==> config.mk <==
export PLATFORM = sky130hd
export DESIGN_NAME = pinc_lsu
export DESIGN_NICKNAME = d
export VERILOG_FILES = /design/src/rtl/pinc_lsu_pkg.sv /design/src/rtl/pinc_lsu_decode.sv /design/src/rtl/pinc_lsu_agen.sv /design/src/rtl/pinc_lsu_ldext.sv /design/src/rtl/pinc_lsu.sv
export SDC_FILE = /design/constraint.sdc
export NUM_CORES = 1
export LEC_CHECK = 0
export BUFFER_PORTS_ARGS = -buffer_cell sky130_fd_sc_hd__buf_2
export CAP_MARGIN = 40
export CORE_MARGIN = 4
export CORE_UTILIZATION = 52
export CTS_BUF_LIST = sky130_fd_sc_hd__clkbuf_4 sky130_fd_sc_hd__clkbuf_8 sky130_fd_sc_hd__clkbuf_16
export DETAILED_ROUTE_END_ITERATION = 8
export GPL_ROUTABILITY_DRIVEN = 0
export GPL_TIMING_DRIVEN = 1
export PLACE_DENSITY = 0.82
export SKIP_CTS_REPAIR_TIMING = 1
export SYNTH_ARGS = -nofsm -noshare
export SYNTH_HDL_FRONTEND = slang
export SYNTH_HIERARCHICAL = 1
export SYNTH_SLANG_ARGS = --single-unit
==> constraint.sdc <==
create_clock -name clk -period 1.8 [get_ports clk]
set_input_delay 0.18 -clock clk [delete_from_list [all_inputs] [get_ports clk]]
set_output_delay 0.18 -clock clk [all_outputs]
set_load 0.005 [all_outputs]
==> src/rtl/pinc_lsu_pkg.sv <==
package pinc_lsu_pkg;

    localparam logic [6:0] OPC_LD_PINC = 7'b0001011;
    localparam logic [6:0] OPC_LD_IDX  = 7'b0000011;
    localparam logic [6:0] OPC_ST_PINC = 7'b0101011;
    localparam logic [6:0] OPC_ST_IDX  = 7'b0100011;
    localparam logic [2:0] F3_LD_REG   = 3'b111;

    typedef enum logic [1:0] {
        SZ_BYTE = 2'd0,
        SZ_HALF = 2'd1,
        SZ_WORD = 2'd2
    } acc_size_e;

    typedef enum logic [1:0] {
        S_IDLE,
        S_ISSUE,
        S_WAIT,
        S_FAULT
    } lsu_state_e;

    typedef struct packed {
        logic      legal;
        logic      store;
        logic      post_inc;
        logic      imm_off;
        logic      zero_ext;
        acc_size_e size;
    } lsu_op_t;

endpackage

==> src/rtl/pinc_lsu_decode.sv <==
module pinc_lsu_decode
    import pinc_lsu_pkg::*;
#(
    parameter int DW     = 32,
    parameter int RIDX_W = 5
) (
    input  logic [31:0]       instr,
    output lsu_op_t           op,
    output logic [DW-1:0]     imm_ext,
    output logic [RIDX_W-1:0] rd_idx,
    output logic [RIDX_W-1:0] rs1_idx
);

    logic [6:0]  opc;
    logic [6:0]  f7;
    logic [2:0]  f3;
    logic [11:0] imm_ld;
    logic [11:0] imm_st;

    assign opc     = instr[6:0];
    assign f3      = instr[14:12];
    assign f7      = instr[31:25];
    assign imm_ld  = instr[31:20];
    assign imm_st  = {instr[31:25], instr[11:7]};
    assign rd_idx  = RIDX_W'(instr[11:7]);
    assign rs1_idx = RIDX_W'(instr[19:15]);

    // {legal, zero_ext, size} for immediate-form loads
    function automatic logic [3:0] ld_by_f3(input logic [2:0] f);
        case (f)
            3'b000:  return {1'b1, 1'b0, SZ_BYTE};
            3'b100:  return {1'b1, 1'b1, SZ_BYTE};
            3'b001:  return {1'b1, 1'b0, SZ_HALF};
            3'b101:  return {1'b1, 1'b1, SZ_HALF};
            3'b010:  return {1'b1, 1'b0, SZ_WORD};
            default: return 4'b0000;
        endcase
    endfunction

    // {legal, zero_ext, size} for register-offset loads
    function automatic logic [3:0] ld_by_f7(input logic [6:0] f);
        case (f)
            7'b0000000: return {1'b1, 1'b0, SZ_BYTE};
            7'b0100000: return {1'b1, 1'b1, SZ_BYTE};
            7'b0001000: return {1'b1, 1'b0, SZ_HALF};
            7'b0101000: return {1'b1, 1'b1, SZ_HALF};
            7'b0010000: return {1'b1, 1'b0, SZ_WORD};
            default:    return 4'b0000;
        endcase
    endfunction

    always_comb begin
        op = '0;
        case (opc)
            OPC_LD_PINC: begin
                op.post_inc = 1'b1;
                if (f3 == F3_LD_REG) begin
                    {op.legal, op.zero_ext, op.size} = ld_by_f7(f7);
                end else begin
                    {op.legal, op.zero_ext, op.size} = ld_by_f3(f3);
                    op.imm_off = 1'b1;
                end
            end
            OPC_LD_IDX: begin
                if (f3 == F3_LD_REG) begin
                    {op.legal, op.zero_ext, op.size} = ld_by_f7(f7);
                end
            end
            OPC_ST_PINC: begin
                op.store    = 1'b1;
                op.post_inc = 1'b1;
                op.imm_off  = !f3[2];
                op.size     = acc_size_e'(f3[1:0]);
                op.legal    = (f3[1:0] != 2'b11) && (!f3[2] || (f7 == 7'd0));
            end
            OPC_ST_IDX: begin
                op.store = 1'b1;
                op.size  = acc_size_e'(f3[1:0]);
                op.legal = f3[2] && (f3[1:0] != 2'b11) && (f7 == 7'd0);
            end
            default: ;
        endcase
        if (!op.legal) begin
            op = '0;
        end
    end

    assign imm_ext = op.store ? {{(DW-12){imm_st[11]}}, imm_st}
                              : {{(DW-12){imm_ld[11]}}, imm_ld};

endmodule

==> src/rtl/pinc_lsu_agen.sv <==
module pinc_lsu_agen
    import pinc_lsu_pkg::*;
#(
    parameter int DW = 32
) (
    input  lsu_op_t          op,
    input  logic [DW-1:0]    base,
    input  logic [DW-1:0]    imm_ext,
    input  logic [DW-1:0]    reg_off,
    input  logic [DW-1:0]    store_src,
    output logic [DW-1:0]    addr,
    output logic [DW-1:0]    base_next,
    output logic [DW-1:0]    wdata,
    output logic [DW/8-1:0]  be
);

    localparam int LANES  = DW / 8;
    localparam int LANE_W = $clog2(LANES);
    localparam int HW     = LANE_W - 1;

    logic [DW-1:0]     offset;
    logic [LANE_W-1:0] lane;

    assign offset    = op.imm_off ? imm_ext : reg_off;
    assign base_next = base + offset;
    assign addr      = op.post_inc ? base : base_next;
    assign lane      = addr[LANE_W-1:0];

    for (genvar i = 0; i < LANES; i++) begin : g_lane
        always_comb begin
            unique case (op.size)
                SZ_BYTE: begin
                    be[i]          = (lane == LANE_W'(i));
                    wdata[i*8 +: 8] = store_src[7:0];
                end
                SZ_HALF: begin
                    be[i]          = (lane[LANE_W-1:1] == HW'(i / 2));
                    wdata[i*8 +: 8] = store_src[(i % 2)*8 +: 8];
                end
                default: begin
                    be[i]          = 1'b1;
                    wdata[i*8 +: 8] = store_src[i*8 +: 8];
                end
            endcase
        end
    end

endmodule

==> src/rtl/pinc_lsu_ldext.sv <==
module pinc_lsu_ldext
    import pinc_lsu_pkg::*;
#(
    parameter int DW = 32
) (
    input  acc_size_e                   size,
    input  logic                        zero_ext,
    input  logic [$clog2(DW/8)-1:0]     lane,
    input  logic [DW-1:0]               rdata,
    output logic [DW-1:0]               value
);

    localparam int LANE_W = $clog2(DW / 8);

    logic [LANE_W-1:0] lane_eff;
    logic [LANE_W+2:0] shamt;
    logic [DW-1:0]     shifted;
    logic              fill;

    assign lane_eff = (size == SZ_HALF) ? {lane[LANE_W-1:1], 1'b0} : lane;
    assign shamt    = {lane_eff, 3'b000};
    assign shifted  = rdata >> shamt;

    always_comb begin
        fill = 1'b0;
        unique case (size)
            SZ_BYTE: begin
                fill  = !zero_ext && shifted[7];
                value = {{(DW-8){fill}}, shifted[7:0]};
            end
            SZ_HALF: begin
                fill  = !zero_ext && shifted[15];
                value = {{(DW-16){fill}}, shifted[15:0]};
            end
            default: value = rdata;
        endcase
    end

endmodule

==> src/rtl/pinc_lsu.sv <==
module pinc_lsu
    import pinc_lsu_pkg::*;
#(
    parameter int DW     = 32,
    parameter int RIDX_W = 5
) (
    input  logic              clk,
    input  logic              rst_n,
    input  logic              req_valid,
    output logic              req_ready,
    input  logic [31:0]       req_instr,
    input  logic [DW-1:0]     req_rs1,
    input  logic [DW-1:0]     req_rs2,
    input  logic [DW-1:0]     req_rs3,
    output logic              mem_req_valid,
    input  logic              mem_req_ready,
    output logic [DW-1:0]     mem_req_addr,
    output logic              mem_req_we,
    output logic [1:0]        mem_req_size,
    output logic [DW/8-1:0]   mem_req_be,
    output logic [DW-1:0]     mem_req_wdata,
    input  logic              mem_rsp_valid,
    input  logic [DW-1:0]     mem_rsp_rdata,
    output logic              wb_data_valid,
    output logic [RIDX_W-1:0] wb_data_idx,
    output logic [DW-1:0]     wb_data_value,
    output logic              wb_base_valid,
    output logic [RIDX_W-1:0] wb_base_idx,
    output logic [DW-1:0]     wb_base_value,
    output logic              wb_collide,
    output logic              req_illegal
);

    localparam int LANES  = DW / 8;
    localparam int LANE_W = $clog2(LANES);

    lsu_state_e st_q, st_d;

    lsu_op_t           dec_op;
    logic [DW-1:0]     dec_imm;
    logic [RIDX_W-1:0] dec_rd;
    logic [RIDX_W-1:0] dec_rs1;
    logic [DW-1:0]     ag_addr, ag_next, ag_wdata;
    logic [LANES-1:0]  ag_be;
    logic              accept_ok;
    logic              rsp_take;

    lsu_op_t           c_op;
    logic [DW-1:0]     c_addr, c_next, c_wdata;
    logic [LANES-1:0]  c_be;
    logic [RIDX_W-1:0] c_rd, c_rs1;
    logic              c_coll;

    pinc_lsu_decode #(.DW(DW), .RIDX_W(RIDX_W)) u_dec (
        .instr   (req_instr),
        .op      (dec_op),
        .imm_ext (dec_imm),
        .rd_idx  (dec_rd),
        .rs1_idx (dec_rs1)
    );

    pinc_lsu_agen #(.DW(DW)) u_agen (
        .op        (dec_op),
        .base      (req_rs1),
        .imm_ext   (dec_imm),
        .reg_off   (dec_op.store ? req_rs3 : req_rs2),
        .store_src (req_rs2),
        .addr      (ag_addr),
        .base_next (ag_next),
        .wdata     (ag_wdata),
        .be        (ag_be)
    );

    pinc_lsu_ldext #(.DW(DW)) u_ext (
        .size     (c_op.size),
        .zero_ext (c_op.zero_ext),
        .lane     (c_addr[LANE_W-1:0]),
        .rdata    (mem_rsp_rdata),
        .value    (wb_data_value)
    );

    // state register
    always_ff @(posedge clk or negedge rst_n) begin
        if (!rst_n) begin
            st_q <= S_IDLE;
        end else begin
            st_q <= st_d;
        end
    end

    // next state and outputs
    always_comb begin
        st_d          = st_q;
        req_ready     = 1'b0;
        mem_req_valid = 1'b0;
        req_illegal   = 1'b0;
        rsp_take      = 1'b0;
        unique case (st_q)
            S_IDLE: begin
                req_ready = 1'b1;
                if (req_valid) begin
                    st_d = dec_op.legal ? S_ISSUE : S_FAULT;
                end
            end
            S_ISSUE: begin
                mem_req_valid = 1'b1;
                if (mem_req_ready) begin
                    st_d = S_WAIT;
                end
            end
            S_WAIT: begin
                rsp_take = mem_rsp_valid;
                if (mem_rsp_valid) begin
                    st_d = S_IDLE;
                end
            end
            S_FAULT: begin
                req_illegal = 1'b1;
                st_d        = S_IDLE;
            end
            default: st_d = S_IDLE;
        endcase
    end

    assign accept_ok = (st_q == S_IDLE) && req_valid && dec_op.legal;

    // captured request
    always_ff @(posedge clk or negedge rst_n) begin
        if (!rst_n) begin
            c_op    <= '0;
            c_addr  <= '0;
            c_next  <= '0;
            c_wdata <= '0;
            c_be    <= '0;
            c_rd    <= '0;
            c_rs1   <= '0;
            c_coll  <= 1'b0;
        end else if (accept_ok) begin
            c_op    <= dec_op;
            c_addr  <= ag_addr;
            c_next  <= ag_next;
            c_wdata <= ag_wdata;
            c_be    <= ag_be;
            c_rd    <= dec_rd;
            c_rs1   <= dec_rs1;
            c_coll  <= !dec_op.store && dec_op.post_inc && (dec_rd == dec_rs1);
        end
    end

    assign mem_req_addr  = c_addr;
    assign mem_req_we    = c_op.store;
    assign mem_req_size  = c_op.size;
    assign mem_req_be    = c_be;
    assign mem_req_wdata = c_wdata;

    assign wb_data_valid = rsp_take && !c_op.store;
    assign wb_data_idx   = c_rd;
    assign wb_base_valid = rsp_take && c_op.post_inc && !c_coll;
    assign wb_base_idx   = c_rs1;
    assign wb_base_value = c_next;
    assign wb_collide    = rsp_take && c_coll;

endmodule

Word-level counts from Yosys, hierarchy flattened
Index checks and enable logic that the tools add are counted.
{"block": "word_totals", "register_bits": 118}
{"block": "op_classes", "n_addsub": 1, "eq_ne": 26, "shifts": 1, "mux": 35, "n_bitwise": 1, "n_reduce_logical": 28}
{"cell": "$mux 32", "count": 3}
{"cell": "$pmux 32 s2", "count": 1}
{"cell": "$pmux 4 s5", "count": 2}
{"cell": "$add 32x32->32", "count": 1}
{"cell": "$shr 32x5->16", "count": 1}
{"cell": "$eq 7x6->1 const B", "count": 4}
{"cell": "$mux 8", "count": 2}
{"cell": "$pmux 8 s2", "count": 1}
{"cell": "$eq 7x4->1 const B", "count": 2}
{"cell": "$logic_and 1x1->1", "count": 13}
{"cell": "$pmux 1 s2", "count": 5}
{"cell": "$eq 3x3->1 const B", "count": 3}
{"cell": "$mux 1", "count": 9}
{"cell": "$eq 2x1->1 const B", "count": 4}
{"cell": "$eq 2x2->1 const B", "count": 4}
{"cell": "$logic_not 2->1", "count": 4}
{"cell": "$mux 2", "count": 4}
{"cell": "$ne 2x2->1 const B", "count": 4}
{"cell": "$pmux 2 s4", "count": 1}
{"cell": "$eq 7x2->1 const B", "count": 1}
{"cell": "$eq 7x5->1 const B", "count": 1}
{"cell": "$logic_not 7->1", "count": 1}
{"cell": "$mux 7", "count": 1}
{"cell": "$mux 3", "count": 2}
{"cell": "other kinds (13)", "count": 18}

Depth between registers and ports, before layout
{"block": "depth", "word_depth": 11, "ltp_mapped": 20, "depth_no_buf": 17}

Hierarchy
Netlist, hierarchy kept.
{"mod": "pinc_lsu", "instances": 1, "cells_each": 309, "area_each_um2": 5006.1, "seq_area_each_um2": 2952.8}
{"mod": "pinc_lsu_agen", "instances": 1, "cells_each": 361, "area_each_um2": 2902.8, "seq_area_each_um2": 0.0}
{"mod": "pinc_lsu_ldext", "instances": 1, "cells_each": 96, "area_each_um2": 703.2, "seq_area_each_um2": 0.0}
{"mod": "pinc_lsu_decode", "instances": 1, "cells_each": 79, "area_each_um2": 584.3, "seq_area_each_um2": 0.0}

Least setup slack after synthesis
Ideal clock, no wire load.
{"block": "synth_timing", "path_type": "input to register", "from": "input req_instr[26]", "to": "register c_addr[28], in the netlist mem_req_addr[28]", "t_arrival_ps": 4852, "slack_ps": -3176, "stages": 20, "cell_sequence": "or4_4 o31a_1 nand4b_4 buf_6 inv_1 clkbuf_1 buf_2 mux2_2 mux2_2 ha_1 fa_1 a21o_1 a221oi_2 nand3_1 nand4_1 nand3_1 a31oi_1 mux2_2 o21a_1 mux2_2"}
{"element": "start: declaration", "line": "pinc_lsu.sv:11", "rtl": "input logic [31:0] req_instr,"}
{"element": "end signal: assignment", "line": "pinc_lsu.sv:140", "rtl": "c_addr <= ag_addr;"}
{"element": "end: declaration", "line": "pinc_lsu.sv:49", "rtl": "logic [DW-1:0] c_addr, c_next, c_wdata;"}

==> run metrics <==
run status complete, but fails checks; failing checks setup timing; worst path cell trace buf_6 > or4_4 > o31a_1 > nand4b_4 > buf_8 > a21oi_4 > buf_12 > buf_8 > mux2_4 > ha_4 > buf_4 > a21o_1 > a221oi_2 > nand3_2 > nand4_1 > nand3_1 > a31oi_2 > mux2_4 > o21a_1 > mux2_2; Worst path slowest cell or4_4; Clk pin slew, worst setup/hold paths 0.06 ns; dpl ws -2.98 ns; CTS buffer count 17; crit-path leading delay family compound AO/OA/AOI/OAI gates; synthesized area per cell 10.9 um2; Worst Setup End Kind register; Leak Pwr 0.00744 uW; Final nets 1518; Post-DP HPWL 26500 um; Syn Inst Count 845; DR iter-0 viols 904; grt ovf 0; # setup viols final 149; GRT Util Overall 0.340; CP Launch Type input port; WL/cell 27.0 um; number of synthesized flops with an enable pin 0; actual slew at the worst max-slew pin 0.618 ns; largest family of logic cells by synthesized area multiplexers; Slew Viols, Final 0; mux contribution to synthesized area 0.319; Synth top area share 0.321; final antenna-violating net count 0; height of the die 141 um; type of the most critical hold path input port to register; sequential area share after synthesis 0.321; Max Cap Viol 0; FF+latch count, synth 118; Final Hold Fails 0; synthesized cell area 9200 um2; first-pass GRT wire length 52800 um; XOR/XNOR Fraction of Synth Area 0.0341; vias per cell 6.36; CTS root buffer clkbuf_16; via count 9929; yosys warns 6; WP data required 2.11 ns; initial antenna violation count 7; CTS sink cnt 118; Period Utilization, post-route 2.63; WP buf/inv 5; Die Area 19900 um2; Synth area leader dfrtp_1; Compound-Gate Fraction of Synth Area 0.121; crit path time final 4.73 ns; share of cells above drive strength 1 0.708; Slew HR 0.588; clock skew 0.00842 ns; Max Fanout on Critical Path 7; CTS tree done; IR drop worst, VDD 0.694 mV; Adder-Cell Fraction of Synth Area 0.0444; crit-path max cell delay 0.54 ns; crit path DAT 5.04 ns; setup TNS -177.89 ns; dpl cells 1480; pin count of the biggest net entering global routing 43; drt first pass iters 7; Async SR Flop Fraction 1.00; # rows 48; Max Root-Sink Buffers 2; RSZ-0062 raised after global routing true; pwr/cell area 778 nW/um2; Layout area overhead 55.1%; Post-Layout Cell Count 1561; final hold slack 0.0107 ns; Cell variety after synth 75; synth top area cells dfrtp_1 32%, mux2_2 25%, mux2_4 5.4%; I/O pins 316; most frequent cell after synthesis mux2_2; crit path kind input port to register; main flop type after synthesis dfrtp_1; Initial Util 0.532; simple-gate share of the synthesized area 0.0876; CORE AREA 17300 um2; vias in the first global route 9582; Mapped Nets 1042; final worst slack -2.93 ns; Fmax 211 MHz; die width 141 um; worst skew pair latency 0.44 ns; Max H-tree Level 4; Fillers 867; # DRC 0; top post-synthesis cells by count 203 x mux2_2, 118 x dfrtp_1, 50 x buf_4, 47 x nand2_1, 42 x o21ai_0; WL final 42200 um; PortBufs 315
## per-stage QoR
| stage | cell area [um2] | total power (uW) | utilization |
|---|---|---|---|
| global route | 14300 | 11400 | 0.825 |
| finish | 14300 | 11100 | 0.825 |
| global placement | 12300 | 6050 | 0.712 |
| CTS | 13000 | 10300 | 0.753 |
| detailed placement | 12300 | 6150 | 0.712 |
| floorplan | 9520 | 4700 | - |
## power breakdown
part           leakage, uW  internal (uW)  switching, uW
combinational      0.00548           2000           1800
clock             0.000334           2750           1400
sequential         0.00162           2920            222
total              0.00744           7670           3430
## layout by cell type, fill, tap and decap left out, types with 5 or more instances in the layout
| cell type | instances |
|---|---|
| buf_4 | 184 |
| a221o_1 | 15 |
| xor2_1 | 9 |
| nor2b_1 | 7 |
| buf_6 | 32 |
| nor2_1 | 20 |
| a21oi_2 | 11 |
| nand3_1 | 6 |
| and4b_1 | 8 |
| a22o_1 | 9 |
| nand2_1 | 45 |
| dfrtp_1 | 116 |
| xnor2_1 | 9 |
| buf_2 | 313 |
| nor4_1 | 5 |
| o21bai_1 | 5 |
| ha_1 | 18 |
| buf_12 | 15 |
| o21ai_0 | 18 |
| inv_1 | 9 |
| a21oi_4 | 6 |
| xor2_2 | 7 |
| mux2_4 | 73 |
| mux2_2 | 163 |
| bufinv_16 | 7 |
| a21o_1 | 14 |
| clkbuf_16 | 20 |
| o21ai_2 | 16 |
| mux2i_1 | 8 |
| o21ai_1 | 6 |
| xnor2_2 | 10 |
| ha_4 | 13 |
| a21oi_1 | 19 |
## path summary, 6_finish.rpt
kind                                             from                       endpoint  slack, ns  cells past startpoint
setup / recovery                        req_instr[26]   mem_req_addr[28]$_DFFE_PN0P_      -2.93                     20
hold / removal                          req_instr[19]     wb_base_idx[4]$_DFFE_PN0P_       0.01                      2
setup reg to reg                  st_q[1]$_DFFE_PN0P_  mem_req_wdata[10]$_DFFE_PN0P_       0.12                      4
hold reg to reg            wb_base_idx[0]$_DFFE_PN0P_     wb_base_idx[0]$_DFFE_PN0P_       0.50                      1
max in group asynchronous                       rst_n    mem_req_addr[1]$_DFFE_PN0P_       0.78                      3
min in group asynchronous                       rst_n    mem_req_addr[7]$_DFFE_PN0P_       0.29                      2
## layer usage
metal / track usage / wire [um] / up-vias
li1: - / - / 4034
met1: 0.381 / 13900 / 4708
met3: 0.0750 / 4690 / 305
met5: 0 / 59 / -
met2: 0.605 / 20100 / 874
met4: 0.173 / 3400 / 8
## final cells by class
cell class                      count  area, um2  share of cell area
Antenna cell                        2       5.00            0.000351
Clock buffer                       17        425              0.0298
Clock inverter                     15        274              0.0192
Inverter                           13       61.3             0.00430
Multi-Input combinational cell    620       6530               0.457
Sequential cell                   118       2960               0.207
Tap cell                          225        282              0.0197
Timing Repair Buffer              551       3740               0.262
## worst reg2reg max path, delay by kind of cell (launching register included)
family                 cells  cell delay, ns
AND/OR/NAND/NOR            1            0.23
buffers and inverters      2            0.38
multiplexers               1            0.44
flip-flops                 1            0.49
## kinds of logic after synthesis
group,count (synthesis)
fa+ha+maj,32
compound gates,160
simple gates,143
mux,250
xor+xnor,35
buf+inv,107
flops,118
## state kept, by name, indices dropped and copies added, names as in the netlist
register and count:
mem_req_be 4, st_q 2, mem_req_addr 32, c_op 2, wb_base_value 32, mem_req_we 1
mem_req_wdata 32, wb_data_idx 5, c_coll 1, wb_base_idx 5, mem_req_size 2
Power figures use the tool's default switching activity.
